### src/rtl/exu_pkg.sv
package exu_pkg;
    localparam int XLEN  = 32;
    localparam int IMM_W = 16;

    typedef enum logic [3:0] {
        FN_ADD  = 4'd0,
        FN_SUB  = 4'd1,
        FN_AND  = 4'd2,
        FN_OR   = 4'd3,
        FN_XOR  = 4'd4,
        FN_NOR  = 4'd5,
        FN_SLT  = 4'd6,
        FN_SLTU = 4'd7,
        FN_SLL  = 4'd8,
        FN_SRL  = 4'd9,
        FN_SRA  = 4'd10,
        FN_LUI  = 4'd11
    } fn_e;

    typedef enum logic [1:0] {
        WB_ALU  = 2'd0,
        WB_MEM  = 2'd1,
        WB_LINK = 2'd2,
        WB_COP  = 2'd3
    } wb_e;

    function automatic logic [XLEN-1:0] widen_imm(input logic [IMM_W-1:0] v, input logic sgn);
        return sgn ? {{(XLEN-IMM_W){v[IMM_W-1]}}, v} : {{(XLEN-IMM_W){1'b0}}, v};
    endfunction
endpackage

### src/rtl/exu_regfile.sv
module exu_regfile #(
    parameter int W    = exu_pkg::XLEN,
    parameter int NREG = 32,
    localparam int AW  = $clog2(NREG)
) (
    input  logic          clk,
    input  logic          rst,
    input  logic [AW-1:0] ra_a,
    input  logic [AW-1:0] ra_b,
    output logic [W-1:0]  rd_a,
    output logic [W-1:0]  rd_b,
    input  logic          we,
    input  logic [AW-1:0] wa,
    input  logic [W-1:0]  wd
);
    logic [W-1:0] regs [NREG];

    always_ff @(posedge clk) begin
        if (rst) begin
            for (int i = 0; i < NREG; i++) regs[i] <= '0;
        end else if (we && wa != '0) begin
            regs[wa] <= wd;
        end
    end

    assign rd_a = (ra_a == '0) ? '0 : regs[ra_a];
    assign rd_b = (ra_b == '0) ? '0 : regs[ra_b];


    rf_write_chk: assert property (@(posedge clk) disable iff (rst)
        (we && wa != '0) |=> regs[$past(wa)] == $past(wd));


    rf_zero_chk: assert property (@(posedge clk) disable iff (rst)
        (ra_a == '0) |-> (rd_a == '0));
endmodule

### src/rtl/exu_alu.sv
module exu_alu
    import exu_pkg::*;
#(
    parameter int W     = XLEN,
    localparam int SH_W = $clog2(W)
) (
    input  logic            clk,
    input  logic            rst,
    input  fn_e             fn,
    input  logic [W-1:0]    a,
    input  logic [W-1:0]    b,
    input  logic [SH_W-1:0] amt,
    output logic [W-1:0]    y
);
    logic          is_sub;
    logic [W-1:0]  sum;

    assign is_sub = (fn == FN_SUB);
    assign sum    = a + (is_sub ? ~b : b) + {{(W-1){1'b0}}, is_sub};

    always_comb begin
        unique case (fn)
            FN_ADD, FN_SUB: y = sum;
            FN_AND:  y = a & b;
            FN_OR:   y = a | b;
            FN_XOR:  y = a ^ b;
            FN_NOR:  y = ~(a | b);
            FN_SLT:  y = {{(W-1){1'b0}}, ($signed(a) < $signed(b))};
            FN_SLTU: y = {{(W-1){1'b0}}, (a < b)};
            FN_SLL:  y = b << amt;
            FN_SRL:  y = b >> amt;
            FN_SRA:  y = W'($signed(b) >>> amt);
            FN_LUI:  y = {b[IMM_W-1:0], {(W-IMM_W){1'b0}}};
            default: y = '0;
        endcase
    end


    slt_bool_chk: assert property (@(posedge clk) disable iff (rst)
        (fn == FN_SLT || fn == FN_SLTU) |-> (y[W-1:1] == '0));
endmodule

### src/rtl/exu_hostregs.sv
module exu_hostregs #(
    parameter int W        = exu_pkg::XLEN,
    parameter int HOST_W   = 8,
    parameter int COP_AW   = 5,
    parameter int TO_IDX   = 21,
    parameter int FROM_IDX = 20
) (
    input  logic              clk,
    input  logic              rst,
    input  logic              wr,
    input  logic [COP_AW-1:0] idx,
    input  logic [HOST_W-1:0] wdata,
    input  logic [HOST_W-1:0] from_pins,
    output logic [HOST_W-1:0] to_q,
    output logic [W-1:0]      rdata
);
    logic hit_to;
    assign hit_to = (idx == COP_AW'(TO_IDX));

    always_ff @(posedge clk) begin
        if (rst)              to_q <= '0;
        else if (wr && hit_to) to_q <= wdata;
    end

    always_comb begin
        if (idx == COP_AW'(FROM_IDX)) rdata = W'(from_pins);
        else if (hit_to)              rdata = W'(to_q);
        else                          rdata = '0;
    end


    tohost_load_chk: assert property (@(posedge clk) disable iff (rst)
        (wr && idx == COP_AW'(TO_IDX)) |=> (to_q == $past(wdata)));


    tohost_hold_chk: assert property (@(posedge clk) disable iff (rst)
        !(wr && idx == COP_AW'(TO_IDX)) |=> $stable(to_q));
endmodule

### src/rtl/exu_top.sv
module exu_top
    import exu_pkg::*;
#(
    parameter int DATA_W       = XLEN,
    parameter int NREG         = 32,
    parameter int HOST_W       = 8,
    parameter int COP_AW       = 5,
    parameter int TOHOST_REG   = 21,
    parameter int FROMHOST_REG = 20,
    localparam int AW          = $clog2(NREG),
    localparam int SH_W        = $clog2(DATA_W)
) (
    input  logic              clk,
    input  logic              rst,
    input  logic [3:0]        alu_op,
    input  logic [AW-1:0]     rs_idx,
    input  logic [AW-1:0]     rt_idx,
    input  logic [AW-1:0]     rd_idx,
    input  logic              rf_we,
    input  logic [IMM_W-1:0]  imm,
    input  logic              imm_sext,
    input  logic              use_imm,
    input  logic [SH_W-1:0]   shamt,
    input  logic              shift_by_reg,
    input  logic [1:0]        wb_sel,
    input  logic [DATA_W-1:0] link_pc,
    input  logic              mem_store,
    input  logic              cop_write,
    input  logic [COP_AW-1:0] cop_reg,
    input  logic [HOST_W-1:0] fromhost,
    input  logic [DATA_W-1:0] dmem_rdata,
    output logic [HOST_W-1:0] tohost,
    output logic [DATA_W-1:0] dmem_addr,
    output logic              dmem_we,
    output logic [DATA_W-1:0] dmem_wdata
);
    logic [DATA_W-1:0] rs_val, rt_val, op_b, alu_y, cop_y, wb_val;
    logic [SH_W-1:0]   amt;
    wb_e               wb_src;

    assign op_b   = use_imm ? widen_imm(imm, imm_sext) : rt_val;
    assign amt    = shift_by_reg ? rs_val[SH_W-1:0] : shamt;
    assign wb_src = wb_e'(wb_sel);

    exu_regfile #(.W(DATA_W), .NREG(NREG)) u_rf (
        .clk(clk), .rst(rst),
        .ra_a(rs_idx), .ra_b(rt_idx),
        .rd_a(rs_val), .rd_b(rt_val),
        .we(rf_we), .wa(rd_idx), .wd(wb_val)
    );

    exu_alu #(.W(DATA_W)) u_alu (
        .clk(clk), .rst(rst),
        .fn(fn_e'(alu_op)), .a(rs_val), .b(op_b), .amt(amt), .y(alu_y)
    );

    exu_hostregs #(
        .W(DATA_W), .HOST_W(HOST_W), .COP_AW(COP_AW),
        .TO_IDX(TOHOST_REG), .FROM_IDX(FROMHOST_REG)
    ) u_host (
        .clk(clk), .rst(rst),
        .wr(cop_write), .idx(cop_reg), .wdata(rt_val[HOST_W-1:0]),
        .from_pins(fromhost), .to_q(tohost), .rdata(cop_y)
    );

    always_comb begin
        unique case (wb_src)
            WB_ALU:  wb_val = alu_y;
            WB_MEM:  wb_val = dmem_rdata;
            WB_LINK: wb_val = link_pc;
            WB_COP:  wb_val = cop_y;
            default: wb_val = alu_y;
        endcase
    end

    assign dmem_addr  = {alu_y[DATA_W-1:2], 2'b00};
    assign dmem_we    = mem_store;
    assign dmem_wdata = rt_val;
endmodule

### config.mk
export PLATFORM = sky130hd
export DESIGN_NAME = exu_top
export DESIGN_NICKNAME = d
export VERILOG_FILES = /design/src/rtl/exu_pkg.sv /design/src/rtl/exu_regfile.sv /design/src/rtl/exu_alu.sv /design/src/rtl/exu_hostregs.sv /design/src/rtl/exu_top.sv
export SDC_FILE = /design/constraint.sdc
export NUM_CORES = 2
export LEC_CHECK = 0
export BUFFER_PORTS_ARGS = -buffer_cell sky130_fd_sc_hd__buf_2
export CORE_MARGIN = 2
export CORE_UTILIZATION = 30
export DETAILED_ROUTE_END_ITERATION = 8
export GPL_ROUTABILITY_DRIVEN = 0
export PLACE_DENSITY_LB_ADDON = 0.1
export SYNTH_ARGS = -nofsm -noshare
export SYNTH_HDL_FRONTEND = slang
export SYNTH_SLANG_ARGS = --single-unit
### constraint.sdc
create_clock -name clk -period 8.23 [get_ports clk]
set_clock_uncertainty 0.2 [all_clocks]
set_input_delay 0 -clock clk [delete_from_list [all_inputs] [get_ports clk]]
set_output_delay 0 -clock clk [all_outputs]
set_load 0.02 [all_outputs]
==> Implementation_results.wiki <==
{| class="wikitable"
! Metric !! Value
|-
| Run status || completed
|-
| Total net switching power || 0.00472 W
|-
| Clock Path Buffers || 3
|-
| Total internal power || between 0.009 and 0.01 W
|-
| Proportion of synthesized flip-flops having asynchronous set or reset || 0%
|-
| Number of endpoints with negative hold slack in the final report || 0
|-
| Synth Instances || a little over 5,000
|-
| DRC violation count after routing || 0
|-
| Synthesis warning total || 0
|-
| Register area || 30,900 um^2
|-
| Global route hottest layer || met2
|-
| Kind of path behind the tightest hold check || input pin to flip-flop
|-
| Horizontal extent of the die || 464 um
|-
| Max_slew headroom || between 20% and 30%
|-
| Required time at the endpoint of the critical path || 8.51 ns
|-
| PwrDens || ~200 nW/um^2
|-
| Final Critical Period || 7.87 ns
|-
| Gate power share || a little under a quarter
|-
| Combined area of the multi-input logic cells || 30,400 um^2
|-
| Data arrival time at the worst-slack endpoint || 8.15 ns
|-
| Via total after detailed routing || 50,000
|-
| Top library cells by usage in the layout, fill and taps aside || sky130_fd_sc_hd__edfxtp_1 (1,024), sky130_fd_sc_hd__nor2_1 (948), sky130_fd_sc_hd__mux4_2 (478)
|-
| Number of synthesized register bits || 1,032
|-
| CTS tree || yes
|-
| Standard-cell row count || 168
|-
| Number of levels in the clock H-tree || 3
|-
| Pre-CTS setup slack || around 0.21 ns
|-
| Number of violations of the max-capacitance limit || 0
|-
| Total congestion overflow || 0
|-
| Met3 demand-to-capacity share in global routing || ~5.4%
|-
| Floorplan Core Area || approximately 210,000 um^2
|-
| Detailed-route wire length || 307 mm
|-
| RSZ-0062 raised after global routing || false
|-
| Number of standard cells in the final layout excluding fillers || about 8,300
|-
| Number of pins with negative max-slew slack in the final report || 0
|-
| Final setup violating endpoints || 0
|-
| Transition at the pin with the smallest max-transition slack || around 1.1 ns
|-
| EDFF count, synth || 1,024
|-
| Top post-synthesis cells by area || sky130_fd_sc_hd__edfxtp_1 (48%), sky130_fd_sc_hd__mux4_2 (17%), sky130_fd_sc_hd__nor2_1 (5.6%)
|-
| Number of DRC markers after the initial detailed-route iteration || 7,025
|-
| Leakage power total || around 26 nW
|-
| Synthesized-area fraction occupied by adder cells || 2.51%
|-
| Final total negative setup slack || 0 ns
|-
| Number of setup buffers added after CTS || 0
|-
| Capturing element type of the critical path || flip-flop
|-
| Critical path class || flip-flop to flip-flop
|-
| Routed via count divided by cell count || a little over 6
|-
| Post-synth cell types || 111
|-
| First-pass GRT wire length || approximately 420 mm
|-
| Most instantiated flip-flop cell in the synthesis netlist || sky130_fd_sc_hd__edfxtp_1
|-
| Largest family of logic cells by synthesized area || multiplexers
|-
| Part of the total power dissipated in the clock network || between 30% and 40%
|-
| Final HPWL from detailed placement || 201 mm
|-
| Syn_area_per_cell || 12.2 um^2
|-
| Grt met2 use || between 40% and 50%
|-
| Fraction of layout cells with a size suffix above 1 || about a quarter
|-
| Kind of launch point of the worst setup path || flip-flop
|-
| Average routed wire per standard cell || 37.0 um
|-
| Clock Pin Slew Worst Setup and Hold Paths || 0.06 ns
|-
| Highest ir drop seen on vdd || 0.000166 V
|-
| Initial antenna violation count || 11
|-
| Placed cell count || between 7,000 and 8,000
|-
| Synth-to-Final Area Change || 15.3%
|-
| Area fraction in and, or, nand and nor cells after synthesis || between 10% and 20%
|-
| Cell Area, Synth || 63,500 um^2
|-
| GRT Util Overall || 27.9%
|-
| Clock latency of the later-clocked register in the worst-skew pair || roughly 0.79 ns
|-
| Router iterations before antenna repair || 6
|-
| TritonCTS Sinks || 1,032
|-
| Share of Yosys cell area claimed by the top area cell type || around half
|-
| ANT nets after route || 0
|-
| Mux cell area share after synthesis || 21.6%
|-
| Number of filler cells placed in the layout || 20,600
|-
| Clock buffer count from CTS || 117
|-
| Sequential-to-total area share from yosys stat || 48.7%
|-
| Total of buffers placed on input and output ports || 195
|-
| Proportion of power drawn by flip-flops and latches || 41.3%
|-
| Synth area leader || sky130_fd_sc_hd__edfxtp_1
|-
| Root cell of the clock tree || sky130_fd_sc_hd__clkbuf_16
|-
| Final Worst Setup Slack || 0.359 ns
|-
| Count of pins on the block boundary || 200
|-
| Critical-path maximum fanout || 31
|-
| Die Y-Extent || 464 um
|-
| Hold Slack || 0.0486 ns
|-
| Fraction of power spent switching nets || 32.1%
|-
| Highest achievable clock rate || between 0.1 and 0.15 GHz
|-
| Die Outline Area || 215,000 um^2
|-
| Pin count of the biggest net entering global routing || 55
|-
| Starting density of the core || 30.2%
|-
| Number of global-route vias before repair || 49,500
|-
| Commonest non-fill, non-tap cell in the layout || sky130_fd_sc_hd__edfxtp_1
|-
| Compound-cell area share of the yosys netlist || 10.6%
|-
| Grt met1 use || a little under 40%
|-
| Final layout net count || 5,634
|-
| Post-route clock period utilization || 95.6%
|-
| Share of the synthesized netlist area taken by xor and xnor gates || less than 1%
|}
## cell type report
type / count / share of cell area [%]
multi-input cells: 3578 / 41.5
repair buffers: 559 / 5.95
clock buffers: 158 / 4.27
well taps: 2805 / 4.79
clock inverters: 62 / 0.738
inverters: 92 / 0.475
flip-flops and latches: 1032 / 42.2
diodes: 5 / 0.0171
## per-stage QoR
step	utilization [%]	cell area (um^2)	power, W
2_1_floorplan	-	63600	0.00807
5_1_grt	34.9	73200	0.0151
3_3_place_gp	32.8	68800	0.00949
6_report	34.9	73200	0.0147
3_5_place_dp	32.8	68800	0.00948
4_1_cts	34.9	73200	0.0147
## synth_stat cells (54+ instances only)
library cell	instances
sky130_fd_sc_hd__a211oi_1	62
sky130_fd_sc_hd__a21oi_1	153
sky130_fd_sc_hd__a22oi_1	63
sky130_fd_sc_hd__buf_2	74
sky130_fd_sc_hd__clkbuf_1	368
sky130_fd_sc_hd__edfxtp_1	1024
sky130_fd_sc_hd__ha_1	126
sky130_fd_sc_hd__inv_1	79
sky130_fd_sc_hd__mux2i_1	268
sky130_fd_sc_hd__mux4_2	478
sky130_fd_sc_hd__nand2_1	315
sky130_fd_sc_hd__nor2_1	953
sky130_fd_sc_hd__nor2_2	60
sky130_fd_sc_hd__nor3_1	167
sky130_fd_sc_hd__o21ai_0	108
sky130_fd_sc_hd__o22ai_1	54
## kinds of logic after synthesis
| group | count (synthesis) |
|---|---|
| and+or+nand+nor | 1694 |
| DFF | 1032 |
| AOI/OAI and AO/OA | 901 |
| muxes | 766 |
| buffers and inverters | 615 |
| adders and majority gates | 127 |
| xor gates and xnor gates | 56 |
| other | 1 |
## final timing paths
| check | start | slack, ns | depth (start not counted) | end |
|---|---|---|---|---|
| worst max-delay path | u_rf.regs[11][11]$_SDFFCE_PN0P_ | 0.36 | 21 | u_rf.regs[18][21]$_SDFFCE_PN0P_ |
| worst min-delay path | rd_idx[4] | 0.05 | 4 | u_rf.regs[20][0]$_SDFFCE_PN0P_ |
| worst max register to register | u_rf.regs[11][11]$_SDFFCE_PN0P_ | 0.36 | 21 | u_rf.regs[18][21]$_SDFFCE_PN0P_ |
| worst min register to register | u_host.to_q[0]$_SDFFE_PP0P_ | 0.33 | 2 | u_host.to_q[0]$_SDFFE_PP0P_ |
## power by group through the flow
stage	combinational (W)	clock (W)	sequential, W
CTS	0.00336	0.00525	0.00605
floorplan	0.00194	0	0.00613
detailed placement	0.00332	0	0.00616
global placement	0.00333	0	0.00616
global route	0.00357	0.00544	0.00608
finish	0.00344	0.00517	0.00606
## critical path, stage by stage (launching register included)
cell,delay [ns]
sky130_fd_sc_hd__edfxtp_1,0.41
sky130_fd_sc_hd__mux4_2,0.47
sky130_fd_sc_hd__a22o_1,0.24
sky130_fd_sc_hd__a2111oi_1,0.77
sky130_fd_sc_hd__buf_4,0.23
sky130_fd_sc_hd__a41o_1,0.47
sky130_fd_sc_hd__o21a_1,0.23
sky130_fd_sc_hd__xnor2_1,0.08
sky130_fd_sc_hd__ha_1,0.40
sky130_fd_sc_hd__a21o_1,0.19
sky130_fd_sc_hd__a21oi_1,0.24
sky130_fd_sc_hd__o21ai_0,0.19
sky130_fd_sc_hd__a41oi_1,0.34
sky130_fd_sc_hd__o221ai_1,0.15
sky130_fd_sc_hd__a31o_2,0.37
sky130_fd_sc_hd__xor2_1,0.18
sky130_fd_sc_hd__a211oi_1,0.50
sky130_fd_sc_hd__nand4_1,0.33
sky130_fd_sc_hd__a222oi_1,0.48
sky130_fd_sc_hd__dlygate4sd3_1,0.73
sky130_fd_sc_hd__buf_12,0.24
sky130_fd_sc_hd__nor2_1,0.07
## flip-flops by register name (all words and copies together), names as in the netlist
register / cells
u_rf.regs: 1024
u_host.to_q: 8
## layer usage
metal | part of all wire (%) | routed length [um] | up-vias
met5 | 0.0088 | 27 | -
met4 | 4.1 | 12500 | 4
met3 | 8.8 | 26900 | 558
met2 | 45 | 138000 | 2795
met1 | 42 | 129000 | 26300
li1 | - | - | 20400
## repair_timing
| action | CTS | global route |
|---|---|---|
| setup endpoints to repair | 0 | 3 |
| hold buffers | 73 | 0 |
| endpoints found under the hold margin | 948 | 0 |
| gates resized for setup | 0 | 1 |
(Power assumes the default switching activity.)
